[src/rtl/pwm_gen_pkg.sv]
// Package pwm_gen_pkg
// Shared field layout and configuration type for the dual PWM generator.
// Assumes a 32-bit control word with run at bit 31, divider at 15:8 and
// duty code at 7:0; bits between them are reserved and read as zero.
package pwm_gen_pkg;

    localparam int WORD_W    = 32;
    localparam int FIELD_W   = 8;
    localparam int RUN_BIT   = WORD_W - 1;
    localparam int DIV_LSB   = FIELD_W;
    localparam int DUTY_LSB  = 0;
    localparam int RSVD_W    = RUN_BIT - (DIV_LSB + FIELD_W);

    typedef struct packed {
        logic               run;
        logic [FIELD_W-1:0] divider;
        logic [FIELD_W-1:0] duty;
    } chan_cfg_t;

    // Turn a bus word into the stored configuration (reserved bits dropped).
    function automatic chan_cfg_t word_to_cfg(input logic [WORD_W-1:0] w);
        chan_cfg_t c;
        c.run     = w[RUN_BIT];
        c.divider = w[DIV_LSB +: FIELD_W];
        c.duty    = w[DUTY_LSB +: FIELD_W];
        return c;
    endfunction

    // Rebuild the bus word from the stored configuration.
    function automatic logic [WORD_W-1:0] cfg_to_word(input chan_cfg_t c);
        return {c.run, {RSVD_W{1'b0}}, c.divider, c.duty};
    endfunction

endpackage

[src/rtl/pwm_reg_bank.sv]
// Module pwm_reg_bank
// Holds one configuration word per channel and serves the bus. Writes take
// effect on the strobe edge. Reads are registered. Any address that is not
// word aligned or lies past the last channel reads as zero and ignores writes.
// Assumes NUM_CH <= 2**(ADDR_W-2).
module pwm_reg_bank
    import pwm_gen_pkg::*;
#(
    parameter int NUM_CH = 2,
    parameter int ADDR_W = 4
) (
    input  logic                    clk,
    input  logic                    rst_n,
    input  logic [ADDR_W-1:0]       addr,
    input  logic                    wr_en,
    input  logic [WORD_W-1:0]       wdata,
    input  logic                    rd_en,
    output logic [WORD_W-1:0]       rdata,
    output chan_cfg_t [NUM_CH-1:0]  cfg
);

    localparam int IDX_W = ADDR_W - 2;

    logic [NUM_CH-1:0] hit;
    logic              any_hit;
    logic [WORD_W-1:0] rd_word;

    // Decode which channel word the address selects.
    always_comb begin
        for (int i = 0; i < NUM_CH; i++) begin
            hit[i] = (addr[1:0] == 2'b00) && (addr[ADDR_W-1:2] == IDX_W'(i));
        end
        any_hit = |hit;
    end

    // Pick the read word of the selected channel, zero when none is selected.
    always_comb begin
        rd_word = '0;
        for (int i = 0; i < NUM_CH; i++) begin
            if (hit[i]) rd_word = cfg_to_word(cfg[i]);
        end
    end

    // Registered read port.
    always_ff @(posedge clk) begin
        if (!rst_n)     rdata <= '0;
        else if (rd_en) rdata <= any_hit ? rd_word : '0;
    end

    for (genvar g = 0; g < NUM_CH; g++) begin : g_word
        // Per-channel configuration storage.
        always_ff @(posedge clk) begin
            if (!rst_n)                cfg[g] <= '0;
            else if (wr_en && hit[g])  cfg[g] <= word_to_cfg(wdata);
        end

        assert_store_R2: assert property (@(posedge clk) disable iff (!rst_n)
            (wr_en && hit[g]) |=> (cfg[g].run == $past(wdata[RUN_BIT])) &&
                                  (cfg[g].divider == $past(wdata[DIV_LSB +: FIELD_W])) &&
                                  (cfg[g].duty == $past(wdata[DUTY_LSB +: FIELD_W])));

        assert_keep_R3: assert property (@(posedge clk) disable iff (!rst_n)
            !(wr_en && hit[g]) |=> $stable(cfg[g]));
    end

    assert_miss_zero_R3: assert property (@(posedge clk) disable iff (!rst_n)
        (rd_en && !any_hit) |=> (rdata == '0));

    assert_rsvd_zero_R2: assert property (@(posedge clk) disable iff (!rst_n)
        rd_en |=> (rdata[RUN_BIT-1:DIV_LSB+FIELD_W] == '0));

endmodule

[src/rtl/pwm_channel.sv]
// Module pwm_channel
// One PWM generator. A prescaler divides the clock by the active divider
// (0 counts as 256) into step ticks. A step counter spans one 256-step
// period. The output is high while step <= ~duty, and never when duty is 0.
// Divider and duty are copied into working registers only at a period
// start or when the run bit rises. Assumes cfg comes straight from registers.
module pwm_channel
    import pwm_gen_pkg::*;
(
    input  logic      clk,
    input  logic      rst_n,
    input  chan_cfg_t cfg,
    output logic      pwm_o
);

    localparam logic [FIELD_W-1:0] STEP_LAST = '1;

    logic               running;
    logic [FIELD_W-1:0] div_cnt;
    logic [FIELD_W-1:0] step;
    logic [FIELD_W-1:0] act_div;
    logic [FIELD_W-1:0] act_duty;
    logic               tick;
    logic               wrap;

    // Step tick when the prescaler reaches divider-1 (0 wraps to 255, giving 256).
    always_comb begin
        tick = (div_cnt == act_div - 1'b1);
        wrap = tick && (step == STEP_LAST);
    end

    // Prescaler, step counter and period-boundary latch of new settings.
    always_ff @(posedge clk) begin
        if (!rst_n) begin
            running  <= 1'b0;
            div_cnt  <= '0;
            step     <= '0;
            act_div  <= '0;
            act_duty <= '0;
        end else if (!cfg.run) begin
            running  <= 1'b0;
            div_cnt  <= '0;
            step     <= '0;
        end else if (!running) begin
            running  <= 1'b1;
            div_cnt  <= '0;
            step     <= '0;
            act_div  <= cfg.divider;
            act_duty <= cfg.duty;
        end else if (tick) begin
            div_cnt <= '0;
            step    <= step + 1'b1;
            if (wrap) begin
                act_div  <= cfg.divider;
                act_duty <= cfg.duty;
            end
        end else begin
            div_cnt <= div_cnt + 1'b1;
        end
    end

    // Output compare: high for steps 0 .. 255-duty of each period.
    always_comb begin
        pwm_o = running && (act_duty != '0) && (step <= ~act_duty);
    end

    assert_idle_low_R5: assert property (@(posedge clk) disable iff (!rst_n)
        !cfg.run |=> (!pwm_o && (step == '0) && (div_cnt == '0)));

    assert_start_high_R10: assert property (@(posedge clk) disable iff (!rst_n)
        ($rose(running) && (cfg.duty != '0)) |-> pwm_o);

    assert_hold_mid_period_R9: assert property (@(posedge clk) disable iff (!rst_n)
        (running && cfg.run && !wrap) |=> ($stable(act_div) && $stable(act_duty)));

    assert_step_advance_R6: assert property (@(posedge clk) disable iff (!rst_n)
        (running && cfg.run && tick && !wrap) |=> (step == $past(step) + 1'b1));

    assert_div_bound_R6: assert property (@(posedge clk) disable iff (!rst_n)
        running |-> (div_cnt <= act_div - 1'b1));

endmodule

[src/rtl/dual_pwm_gen.sv]
// Module dual_pwm_gen
// Top of the dual PWM generator: a register bank on the bus and one
// pwm_channel per configuration word. Assumes a single clock domain and a
// synchronous active-low reset.
module dual_pwm_gen
    import pwm_gen_pkg::*;
#(
    parameter int NUM_CH = 2,
    parameter int ADDR_W = 4
) (
    input  logic              clk,
    input  logic              rst_n,
    input  logic [ADDR_W-1:0] addr,
    input  logic              wr_en,
    input  logic [WORD_W-1:0] wdata,
    input  logic              rd_en,
    output logic [WORD_W-1:0] rdata,
    output logic [NUM_CH-1:0] pwm_out
);

    chan_cfg_t [NUM_CH-1:0] cfg;

    pwm_reg_bank #(
        .NUM_CH (NUM_CH),
        .ADDR_W (ADDR_W)
    ) i_regs (
        .clk   (clk),
        .rst_n (rst_n),
        .addr  (addr),
        .wr_en (wr_en),
        .wdata (wdata),
        .rd_en (rd_en),
        .rdata (rdata),
        .cfg   (cfg)
    );

    for (genvar g = 0; g < NUM_CH; g++) begin : g_chan
        pwm_channel i_chan (
            .clk   (clk),
            .rst_n (rst_n),
            .cfg   (cfg[g]),
            .pwm_o (pwm_out[g])
        );
    end

    assert_reset_low_R4: assert property (@(posedge clk)
        !rst_n |=> (pwm_out == '0));

endmodule

[config.mk]
export PLATFORM = sky130hd
export DESIGN_NAME = dual_pwm_gen
export DESIGN_NICKNAME = d
export VERILOG_FILES = /design/src/rtl/pwm_gen_pkg.sv /design/src/rtl/pwm_reg_bank.sv /design/src/rtl/pwm_channel.sv /design/src/rtl/dual_pwm_gen.sv
export SDC_FILE = /design/constraint.sdc
export NUM_CORES = 1
export LEC_CHECK = 0
export ABC_AREA = 1
export ABC_CLOCK_PERIOD_IN_PS = 5300
export BUFFER_PORTS_ARGS = -buffer_cell sky130_fd_sc_hd__buf_2
export CAP_MARGIN = 40
export CORE_AREA = 2 2 105 107
export CTS_CLUSTER_DIAMETER = 50
export DETAILED_ROUTE_END_ITERATION = 8
export DIE_AREA = 0 0 107 109
export PLACE_DENSITY = 0.77
export SETUP_SLACK_MARGIN = 0.1
export SLEW_MARGIN = 20
export SYNTH_ARGS = -nofsm -noshare
export SYNTH_HDL_FRONTEND = slang
export SYNTH_SLANG_ARGS = --single-unit
[constraint.sdc]
create_clock -name clk -period 5.3 [get_ports clk]
set_input_delay 0.265 -clock clk [delete_from_list [all_inputs] [get_ports clk]]
set_output_delay 0.265 -clock clk [all_outputs]
set_load 0.005 [all_outputs]
==> results.md <==
- Outcome: finished clean
- WP buf/inv: 1
- Initial antenna violation count: 0
- Layout area overhead: 12.90%
- Headroom to the max-slew limit: 51.01%
- RePlAce Congestion: 0.8739
- Syn. warnings: 0
- Post-CTS Setup Bufs: 0
- CTS max path bufs: 2
- Cts hold-fix bufs: 0
- Post-CTS Resized: 0
- Ports: 74
- Cell Chain, Critical Path: ha_1, a21oi_1, nor2_1, a211oi_1, a21oi_1, a211oi_1, buf_2
- Cell taking the most area after synthesis: dfxtp_1
- Max Clk Rate: 418.1 MHz
- Routed len/inst: 12.98 um
- Non-Filler Instances: 978
- Post-synth EDFFs: 0
- Share of cells above drive strength 1: 10.50%
- LEAKAGE: 0.002763 uW
- Placed instance area: 6026 um2
- Row count: 38
- Count of cell types in the netlist: 36
- Pwr Density: 314.5 nW/um2
- Drt initial violations: 438
- Ant. Diodes: 0
- Setup tns final: 0 ns
- Netlist Area Pre-Place: 5809 um2
- H-tree depth: 4
- Most frequent cell after synthesis: dfxtp_1
- Clk_skew: 0.007607 ns
- Hold Path Class: in2reg
- GR Layer Usage met1: 28.15%
- Main synth FF type: dfxtp_1
- Max-slew violation count: 0
- GRT met2 Usage: 38.81%
- Avg Inst Size Synth: 7.298 um2
- CORE AREA: 10600 um2
- Peak supply drop: 0.2924 mV
- Final HPWL DP: 9.084 mm
- Worst setup SP type: flip-flop
- Commonest cells in the netlist: 117 x dfxtp_1, 114 x nand2_1, 102 x inv_1, 96 x nor2_1, 87 x a21oi_1
- Max stage delay on crit path: 0.42 ns
- Post-route cell area: 6559 um2
- Fill count: 918
- Slowest CP cell: dfxtp_1
- Critical Path RT: 5.04 ns
- Worst-Margin Slew: 0.7348 ns
- Overall die height: 109 um
- Crit. End Element: output port
- Overall power: 2063 uW
- Met3 GRT Util: 5.380%
- Synth top area cells: dfxtp_1 40%, a21oi_1 7.5%, nand2_1 7.4%
- I/O Buffers: 43
- Clock Pin Slew Worst Setup and Hold Paths: 0.06 ns
- Clk root buf: clkbuf_8
- Worst Path Max Fanout: 5
- Die ar.: 11660 um2
- GRT Resource Usage Total: 23.20%
- Global-route wire length before repair: 21.51 mm
- # DRC: 0
- Final setup violation count: 0
- GR Overflow Total: 0
- PnR worst setup slack: 2.908 ns
- Starting Density: 54.79%
- Crit path max-delay family: compound AO/OA/AOI/OAI gates
- Top-area cell type share of the netlist area: 40.32%
- Syn Inst Count: 796
- Asr flop ratio synth: 0%
- Die width: 107 um
- Maxcap violations: 0
- Clk_lat worst skew: 0.52 ns
- Clock sink count: 117
- DR vias/cell: 5.308
- Vias in the first global route: 4772
- Routed WL: 12.69 mm
- Setup slack at placement: 3.055 ns
- DRT Pass-1 Iters: 7
- Inst Count DP: 947
- Hold Vio Cnt, Final: 0
- Total Nets Final: 888
- Vias: 5191
- CTS buffer count: 17
- Largest net degree at the start of global routing: 86
- Top Usage Layer GRT: met2
- CTS tree: yes
- Final period utilization: 45.13%
- CP arrival: 2.13 ns
- Setup CP Type: reg2out
- Fin crit period: 2.392 ns
- Register area share after synthesis: 40.32%
- Detail Route Antenna Nets: 0
- RSZ-0062 raised after global routing: no
- Yosys reg bits: 117
-- per-layer routing --
metal  part of all wire [%]  vias up
li1                       -     2644
met4                    3.0        0
met1                     44     2372
met3                    4.9       29
met5                      0        -
met2                     49      146
-- per-stage QoR --
stage | util, % | hold slack, ns
finish | 61.86 | 0.03244
floorplan | - | 0.3810
detailed placement | 56.83 | 0.4716
global route | 61.86 | 0.04201
global placement | 56.27 | 0.4576
CTS | 61.86 | 0.01610
-- cells by family after synthesis --
logic type / count (synthesis) / synth area share [%]
buffers and inverters: 155 / 11.78
and+or+nand+nor: 299 / 22.31
AOI/OAI and AO/OA: 173 / 16.41
other: 1 / 0.06455
DFF: 117 / 40.32
xor gates and xnor gates: 29 / 4.372
adders and majority gates: 22 / 4.738
-- flip-flops by register name, summed over array words and instances, names as in the netlist --
| register | flops |
|---|---|
| g_chan.i_chan.step | 16 |
| g_chan.i_chan.running | 2 |
| g_chan.i_chan.act_div | 16 |
| g_chan.i_chan.act_duty | 16 |
| g_chan.i_chan.div_cnt | 16 |
| i_regs.cfg | 34 |
| i_regs.rdata | 17 |
-- worst register-to-register path, stage by stage (launching register included) --
cell	delay, ns
dfxtp_1	0.32
inv_1	0.09
ha_1	0.19
nand2_1	0.08
nor2_1	0.16
nand2_1	0.07
nand2_1	0.08
nand2_1	0.06
nand2_1	0.07
nand2_1	0.06
nor2_2	0.12
nand4_1	0.10
nand2_2	0.42
nand3_1	0.14
nand2_1	0.11
nor2_1	0.05
-- cells in the final DEF, fill, tap and decap left out, types with 2 or more instances in the layout --
| cell | n |
|---|---|
| nor2_2 | 2 |
| nand2_2 | 2 |
| nand2_1 | 114 |
| a21oi_2 | 2 |
| nor3b_1 | 3 |
| clkbuf_16 | 16 |
| ha_1 | 22 |
| nor2_1 | 96 |
| o221ai_1 | 17 |
| o21bai_1 | 2 |
| nor3_1 | 8 |
| xor2_1 | 15 |
| nor4_1 | 7 |
| buf_2 | 43 |
| conb_1 | 15 |
| xnor2_1 | 14 |
| clkinv_4 | 2 |
| o21ai_0 | 60 |
| clkinv_2 | 5 |
| a21oi_1 | 87 |
| clkbuf_8 | 3 |
| nand3_1 | 49 |
| dfxtp_1 | 117 |
| inv_1 | 102 |
| or2_2 | 2 |
| clkbuf_1 | 3 |
| buf_8 | 4 |
| nand4_1 | 11 |
| a211oi_1 | 3 |
-- layout make-up --
class	instances	area, um2	area share (%)
Inverter	104	390.4	5.952
Clock inverter	9	80.08	1.221
Multi-Input combinational cell	538	2835	43.23
Timing Repair Buffer	48	282.8	4.311
Clock buffer	22	452.9	6.906
Sequential cell	117	2342	35.71
Tap cell	140	175.2	2.671
-- power breakdown --
part	total (uW)	internal [uW]	switching (uW)
Sequential	913	900	13.8
Combinational	127	49.1	78.2
Clock	1020	639	383
Total	2060	1590	475
-- worst paths after layout --
path                            endpoint                        start  depth (start not counted)  slack, ns
max                           pwm_out[1]     g_chan[1].i_chan.step[5]                          7       2.91
min                       i_regs.cfg[29]                    wdata[12]                          3       0.03
max reg2reg  g_chan[1].i_chan.act_div[1]  g_chan[1].i_chan.act_div[0]                         15       3.06
min reg2reg               i_regs.cfg[21]               i_regs.cfg[21]                          2       0.48
(Power assumes the default switching activity.)
